<file path="config.mk">
export PLATFORM = sky130hd
export DESIGN_NAME = preload_fsm_bank
export DESIGN_NICKNAME = d
export VERILOG_FILES = /design/src/rtl/pl_fsm_pkg.sv /design/src/rtl/fsm_code_check.sv /design/src/rtl/fsm_next_logic.sv /design/src/rtl/pl_macrocell.sv /design/src/rtl/preload_fsm_bank.sv
export SDC_FILE = /design/constraint.sdc
export NUM_CORES = 1
export LEC_CHECK = 0
export ABC_AREA = 1
export BUFFER_PORTS_ARGS = -buffer_cell sky130_fd_sc_hd__buf_4
export CAP_MARGIN = 20
export CORE_AREA = 2 2 39 41
export DETAILED_ROUTE_END_ITERATION = 6
export DIE_AREA = 0 0 41 43
export SLEW_MARGIN = 40
export SYNTH_ARGS = -nofsm -noshare
export SYNTH_HDL_FRONTEND = slang
export SYNTH_SLANG_ARGS = --single-unit
</file>
<file path="constraint.sdc">
create_clock -name clk_i -period 1.3 [get_ports clk_i]
set_input_delay 0.195 -clock clk_i [delete_from_list [all_inputs] [get_ports clk_i]]
set_output_delay 0.195 -clock clk_i [all_outputs]
set_load 0.05 [all_outputs]
</file>
<file path="src/rtl/pl_fsm_pkg.sv">
`timescale 1ns/1ps
package pl_fsm_pkg;
  typedef enum logic {
    DIR_UP   = 1'b0,
    DIR_DOWN = 1'b1
  } step_dir_e;
endpackage

</file>
<file path="src/rtl/fsm_code_check.sv">
`timescale 1ns/1ps
// Classifies a state code as a legal twisted-ring code.
module fsm_code_check #(
  parameter int STATE_W = 4
) (
  input  logic [STATE_W-1:0] code_i,
  output logic               legal_o
);
  logic [STATE_W-1:0] inv_code;
  logic               thermo_pos;
  logic               thermo_neg;

  assign inv_code = ~code_i;

  // a thermometer code plus one is a power of two (or wraps to zero)
  always_comb begin
    thermo_pos = ((code_i   & (code_i   + 1'b1)) == '0);
    thermo_neg = ((inv_code & (inv_code + 1'b1)) == '0);
    legal_o    = thermo_pos | thermo_neg;
  end
endmodule

</file>
<file path="src/rtl/fsm_next_logic.sv">
`timescale 1ns/1ps
// Fixed example next-state function: Johnson stepping with corrupt-code recovery.
module fsm_next_logic
  import pl_fsm_pkg::*;
#(
  parameter int STATE_W = 4
) (
  input  logic [STATE_W-1:0] cur_i,
  input  logic               legal_i,
  input  logic               adv_i,
  input  step_dir_e          dir_i,
  output logic [STATE_W-1:0] nxt_o
);
  localparam logic [STATE_W-1:0] HOME_CODE = '0;

  always_comb begin
    if (!legal_i) begin
      nxt_o = HOME_CODE;
    end else if (!adv_i) begin
      nxt_o = cur_i;
    end else if (dir_i == DIR_UP) begin
      nxt_o = {cur_i[STATE_W-2:0], ~cur_i[STATE_W-1]};
    end else begin
      nxt_o = {~cur_i[0], cur_i[STATE_W-1:1]};
    end
  end
endmodule

</file>
<file path="src/rtl/pl_macrocell.sv">
`timescale 1ns/1ps
// One registered output cell; preload selects the forced bit instead of feedback.
module pl_macrocell (
  input  logic clk_i,
  input  logic rst_i,
  input  logic pl_en_i,
  input  logic pl_bit_i,
  input  logic nxt_bit_i,
  output logic q_o
);
  always_ff @(posedge clk_i) begin
    if (rst_i) begin
      q_o <= 1'b0;
    end else if (pl_en_i) begin
      q_o <= pl_bit_i;
    end else begin
      q_o <= nxt_bit_i;
    end
  end
endmodule

</file>
<file path="src/rtl/preload_fsm_bank.sv">
`timescale 1ns/1ps
module preload_fsm_bank
  import pl_fsm_pkg::*;
#(
  parameter int STATE_W = 4
) (
  input  logic               clk_i,
  input  logic               rst_i,
  input  logic               adv_i,
  input  logic               dir_i,
  input  logic               pl_en_i,
  input  logic [STATE_W-1:0] pl_data_i,
  output logic [STATE_W-1:0] state_o
);
  logic [STATE_W-1:0] state_q;
  logic [STATE_W-1:0] next_state;
  logic               code_legal;
  step_dir_e          step_dir;

  assign step_dir = step_dir_e'(dir_i);

  fsm_code_check #(.STATE_W(STATE_W)) legal_u (
    .code_i  (state_q),
    .legal_o (code_legal)
  );

  fsm_next_logic #(.STATE_W(STATE_W)) next_u (
    .cur_i   (state_q),
    .legal_i (code_legal),
    .adv_i   (adv_i),
    .dir_i   (step_dir),
    .nxt_o   (next_state)
  );

  for (genvar b = 0; b < STATE_W; b++) begin : g_cell
    pl_macrocell cell_u (
      .clk_i     (clk_i),
      .rst_i     (rst_i),
      .pl_en_i   (pl_en_i),
      .pl_bit_i  (pl_data_i[b]),
      .nxt_bit_i (next_state[b]),
      .q_o       (state_q[b])
    );
  end

  assign state_o = state_q;
endmodule

</file>
# ---- Word-level counts from Yosys, hierarchy flattened
# Cells that the tools add are included.
dict set report word_totals {
  wordCells 22
  out_inout_bits 4
  ff_bits 4
  inputBits 9
}
dict set report op_classes {
  n_bitwise 6
  n_mux 7
  reduce_logical 2
  add_sub_neg 2
  eq_ne 1
}
# operator n
set ops {}
lappend ops {{$mux W4} 3}
lappend ops {{$add A4 B1 Y4 const B} 2}
lappend ops {{$and A4 B4 Y4} 2}
lappend ops {{$logic_not A4 Y1} 2}
lappend ops {{$mux W1} 4}
lappend ops {{$not A4 Y4} 1}
lappend ops {{$ne A3 B3 Y1 const B} 1}
lappend ops {{$not A1 Y1} 2}
lappend ops {{$or A1 B1 Y1} 1}

# ---- Depth between registers and ports, before layout
dict set report logic_depth {
  ltp_word 7
  ltp_mapped 8
  ltp_nobuf 8
}

# ---- Modules after synthesis
# A second synthesis with hierarchy kept.
dict set report unflattened {
  hier_cells 68
  hier_area_um2 347.8
}
# module cells_per_inst n_inst area_per_inst_um2 seq_area_each_um2
set by_module_without_submodules {}
lappend by_module_without_submodules {pl_macrocell 7 4 45.0 20.0}
lappend by_module_without_submodules {fsm_next_logic 29 1 123.9 0.0}
lappend by_module_without_submodules {fsm_code_check 11 1 43.8 0.0}

# ---- Worst setup path after synthesis
# No wires, ideal clock.
dict set report synth_path {
  kind {register to register}
  start {reg g_cell[1].cell_u.q_o}
  end {reg g_cell[0].cell_u.q_o}
  path_stages_with_launch 8
  arrival_ns 0.834
  setup_slack_ns 0.353
  t_required_ns 1.187
  setup_ns 0.113
  path_buffers 0
  synth_period_minus_slack_ns 0.947
  path_cell_list {dfxtp_1 inv_2 nand2_2 nand3_2 nand2_2 nor2_1 nor2_1 nor2_1}
}
dict set report synth_via {
  elab_chain_cells 7
  word_cells_on_any_way 13
  cone_classes {2 x add/sub; 1 x eq/ne; 4 x mux; 4 x bitwise; 2 x reduce/logical}
}
# item line
set synth_rtl {}
lappend synth_rtl {{from (decl)} pl_macrocell.sv:9} ;# output logic q_o
lappend synth_rtl {{from (signal assigned)} pl_macrocell.sv:15} ;# q_o <= pl_bit_i;
lappend synth_rtl {{from (signal assigned)} pl_macrocell.sv:17} ;# q_o <= nxt_bit_i;
lappend synth_rtl {{$not A4 Y4} fsm_code_check.sv:13} ;# assign inv_code = ~code_i;
lappend synth_rtl {{$add A4 B1 Y4} fsm_code_check.sv:18} ;# thermo_neg = ((inv_code & (inv_code + 1'b1)) == '0);
lappend synth_rtl {{$and A4 B4 Y4} fsm_code_check.sv:18}
lappend synth_rtl {{$logic_not A4 Y1} fsm_code_check.sv:18}
lappend synth_rtl {{$or A1 B1 Y1} fsm_code_check.sv:19} ;# legal_o = thermo_pos | thermo_neg;
lappend synth_rtl {{$mux W4} fsm_next_logic.sv:17} ;# if (!legal_i) begin
lappend synth_rtl {{$mux W1} pl_macrocell.sv:14} ;# end else if (pl_en_i) begin
lappend synth_rtl {{to (signal assigned)} pl_macrocell.sv:15}
lappend synth_rtl {{to (signal assigned)} pl_macrocell.sv:17}
lappend synth_rtl {{to (decl)} pl_macrocell.sv:9}
# Several ways; a longest one is shown, not always the timed one. The select of a mux whose other input is x is not followed.
# A chain may end at the register's enable or synchronous reset.

# ---- Worst setup path in the final report
dict set report layout_path {
  start {reg g_cell[1].cell_u.q_o}
  end {reg g_cell[1].cell_u.q_o}
}
dict set report layout_via {
  elab_chain_cells 7
  word_cells_on_any_way 11
  cone_classes {2 x add/sub; 1 x eq/ne; 2 x mux; 4 x bitwise; 2 x reduce/logical}
}
# item line
set layout_rtl {}
lappend layout_rtl {{$not A4 Y4} fsm_code_check.sv:13}
lappend layout_rtl {{$add A4 B1 Y4} fsm_code_check.sv:18}
lappend layout_rtl {{$and A4 B4 Y4} fsm_code_check.sv:18}
lappend layout_rtl {{$logic_not A4 Y1} fsm_code_check.sv:18}
lappend layout_rtl {{$or A1 B1 Y1 *} fsm_code_check.sv:19}
lappend layout_rtl {{$mux W4} fsm_next_logic.sv:17}
lappend layout_rtl {{$mux W1} pl_macrocell.sv:14}
# Mark *: on every way between the ends. The rest lies on a longest branch, timed or not.

==> run summary <==
DRT Wirelength: 840 um
R2r setup slk: 240 ps
Hold WC Path Type: input pin to flip-flop
Most common flop cell mapped by yosys: dfxtp_1
Post-Syn Area per Cell: 5.29 um2
Clock share of power: 0.313
Max frequency: 942 MHz
Largest net degree at the start of global routing: 7
Clk_skew: 4.61 ps
Final cell count without fillers: 98
Largest regs: g_cell.cell_u.q_o x4
# DRC: 0
Hold path start: rst_i
Sequential element share of the synthesized area: 0.213
CORE AREA: 1380 um2
Num rows: 14
Post-CTS setup buffers: 0
Internal power: 309 uW
RSZ-0062 raised after global routing: false
Pwr/cell area: 1050 nW/um2
WL/cell: 8.57 um
Tot GR Track Use: 0.111
Total die area: 1760 um2
Root Buffer: clkbuf_4
Top reg by flops: g_cell.cell_u.q_o
Seq pwr share: 0.295
Clock Tree Buf Depth: 2
Worst setup SP type: flip-flop
CP arrival: 1190 ps
Avg Vias per Cell: 4.31
Initial Util: 0.271
Layout area overhead: 27.3%
Async S/R FF share, synth: 0
Switch Pwr: 195 uW
WHS Endpoint: g_cell[3].cell_u.q_o
CTS tree: done
Most frequent cells after synthesis: nand2_1, nor2_1, inv_1
# IOs: 13
Max-slew headroom: 0.847
Count leader, synth: nand2_1
CTS Hold Bufs: 0
Crit share post-route: 0.817
Yosys top cell area share: 0.300
Switching Share: 0.386
Combinational power share: 0.392
GPL Wtd Cong: 0.709
Initial antenna violation count: 0
Leak: 0.000289 uW
Ratio of cells with drive above 1 in the final layout: 0.280
Total grt overflow: 0
CTS H-tree depth: 1
Fill cells: 167
Post-synth cell types: 10
DR iter-0 viols: 11
Yosys top cell by area: nand2_1
R2R cell count: 7
Hold Path Depth: 4
Synthesized area: 375 um2
Yosys warns: 0
Worst r2r src: g_cell[1].cell_u.q_o
Post-route ant nets: 0
Die W: 41 um
Inserted Diodes: 0
Max FFs per register: 4
EDFF count, synth: 0
Slew @ Worst Pin: 229 ps
Post-detail-place hpwl: 712 um
CTS buffer count: 3
Syn Nets: 80
R2R Path End: g_cell[1].cell_u.q_o
Number of gates resized after cts: 0
Setup CP Type: flip-flop to flip-flop
TNS Setup: 0 ps
Cells after DPL: 95
Tmin final: 1060 ps
Final Slew Violations: 0
Final worst slack: 238 ps
Final net count: 93
Final core utilization: 0.345
Vias in the first global route: 378
Crit Path Max Fanout: 5
Peak supply drop: 0.000241 V
Max cap viols: 0
Worst-Skew Late Latency: 240 ps
CP required: 1430 ps
WHS: 236 ps
Top post-synthesis cells by area: nand2_1, dfxtp_1, nor2_1, buf_4, inv_1
First-pass GRT wire length: 1300 um
Synthesized flop and latch total: 4
DRT Pass-1 Iters: 3
Clock transition at path regs: 40 ps
Final Hold Viols: 0
Status: finished clean
CTS Sinks: 4
Setup violations, final: 0
Post-place setup slack: 243 ps
Crit. End Element: flip-flop
Die H: 43 um
Cells after Synth: 71
I/O Buffers: 12
Via count: 422
-- stage by stage --
stage / cell area (um2) / power (uW)
after global routing: 478 / 536
after CTS: 478 / 511
after detailed placement: 455 / 349
after floorplan: 375 / 303
after global placement: 455 / 348
final: 478 / 504
-- logic make-up (layout without fill, tap and decap cells) --
logic type,count (synthesis),count (layout),synth area share
AOI/OAI and AO/OA,1,1,0.0133
buffers and inverters,15,26,0.190
DFF,4,4,0.213
and+or+nand+nor,51,51,0.583
-- per-layer routing --
metal  up-vias  share of wire  GRT usage
met5         -              0          0
met4         0          0.011      0.100
met3         2          0.031     0.0157
met2         9           0.55      0.194
met1       177           0.41     0.0990
li1        234              -          -
-- worst max path at each step --
stage	end	from	slack, ps
finish	g_cell[1].cell_u.q_o	g_cell[1].cell_u.q_o	240
global route	g_cell[2].cell_u.q_o	g_cell[1].cell_u.q_o	120
CTS	g_cell[1].cell_u.q_o	g_cell[1].cell_u.q_o	230
detailed placement	g_cell[0].cell_u.q_o	g_cell[1].cell_u.q_o	240
global placement	g_cell[1].cell_u.q_o	g_cell[1].cell_u.q_o	250
floorplan	g_cell[0].cell_u.q_o	g_cell[1].cell_u.q_o	350
-- power by group through the flow --
stage          sequential [uW]  clock, uW  combinational [uW]
2_1_floorplan              148          0                 155
3_3_place_gp               151          0                 197
3_5_place_dp               151          0                 198
4_1_cts                    149        162                 199
5_1_grt                    151        167                 218
6_report                   149        158                 197
-- placed cells by master, fill, tap and decap left out --
| master | count |
|---|---|
| buf_4 | 12 |
| clkbuf_4 | 3 |
| dfxtp_1 | 4 |
| inv_1 | 7 |
| inv_2 | 4 |
| nand2_1 | 30 |
| nand2_2 | 2 |
| nand3_2 | 2 |
| nand4_1 | 4 |
| nor2_1 | 13 |
| o21ai_0 | 1 |
-- layout make-up --
| cell class | instances | area, um2 | area share |
|---|---|---|---|
| repair buffers | 12 | 90.1 | 0.188 |
| flip-flops and latches | 4 | 80.1 | 0.168 |
| multi-input cells | 52 | 224 | 0.469 |
| well taps | 16 | 20.0 | 0.0419 |
| clock buffers | 3 | 22.5 | 0.0471 |
| inverters | 11 | 41.3 | 0.0864 |
-- critical path, stage by stage, from the launching register on --
cell	delay, ps
dfxtp_1	370
inv_2	80
nand2_2	80
nand3_2	110
nand2_2	120
nor2_1	50
nor2_1	90
nor2_1	50
No activity file was read; power rests on OpenSTA's default activity.
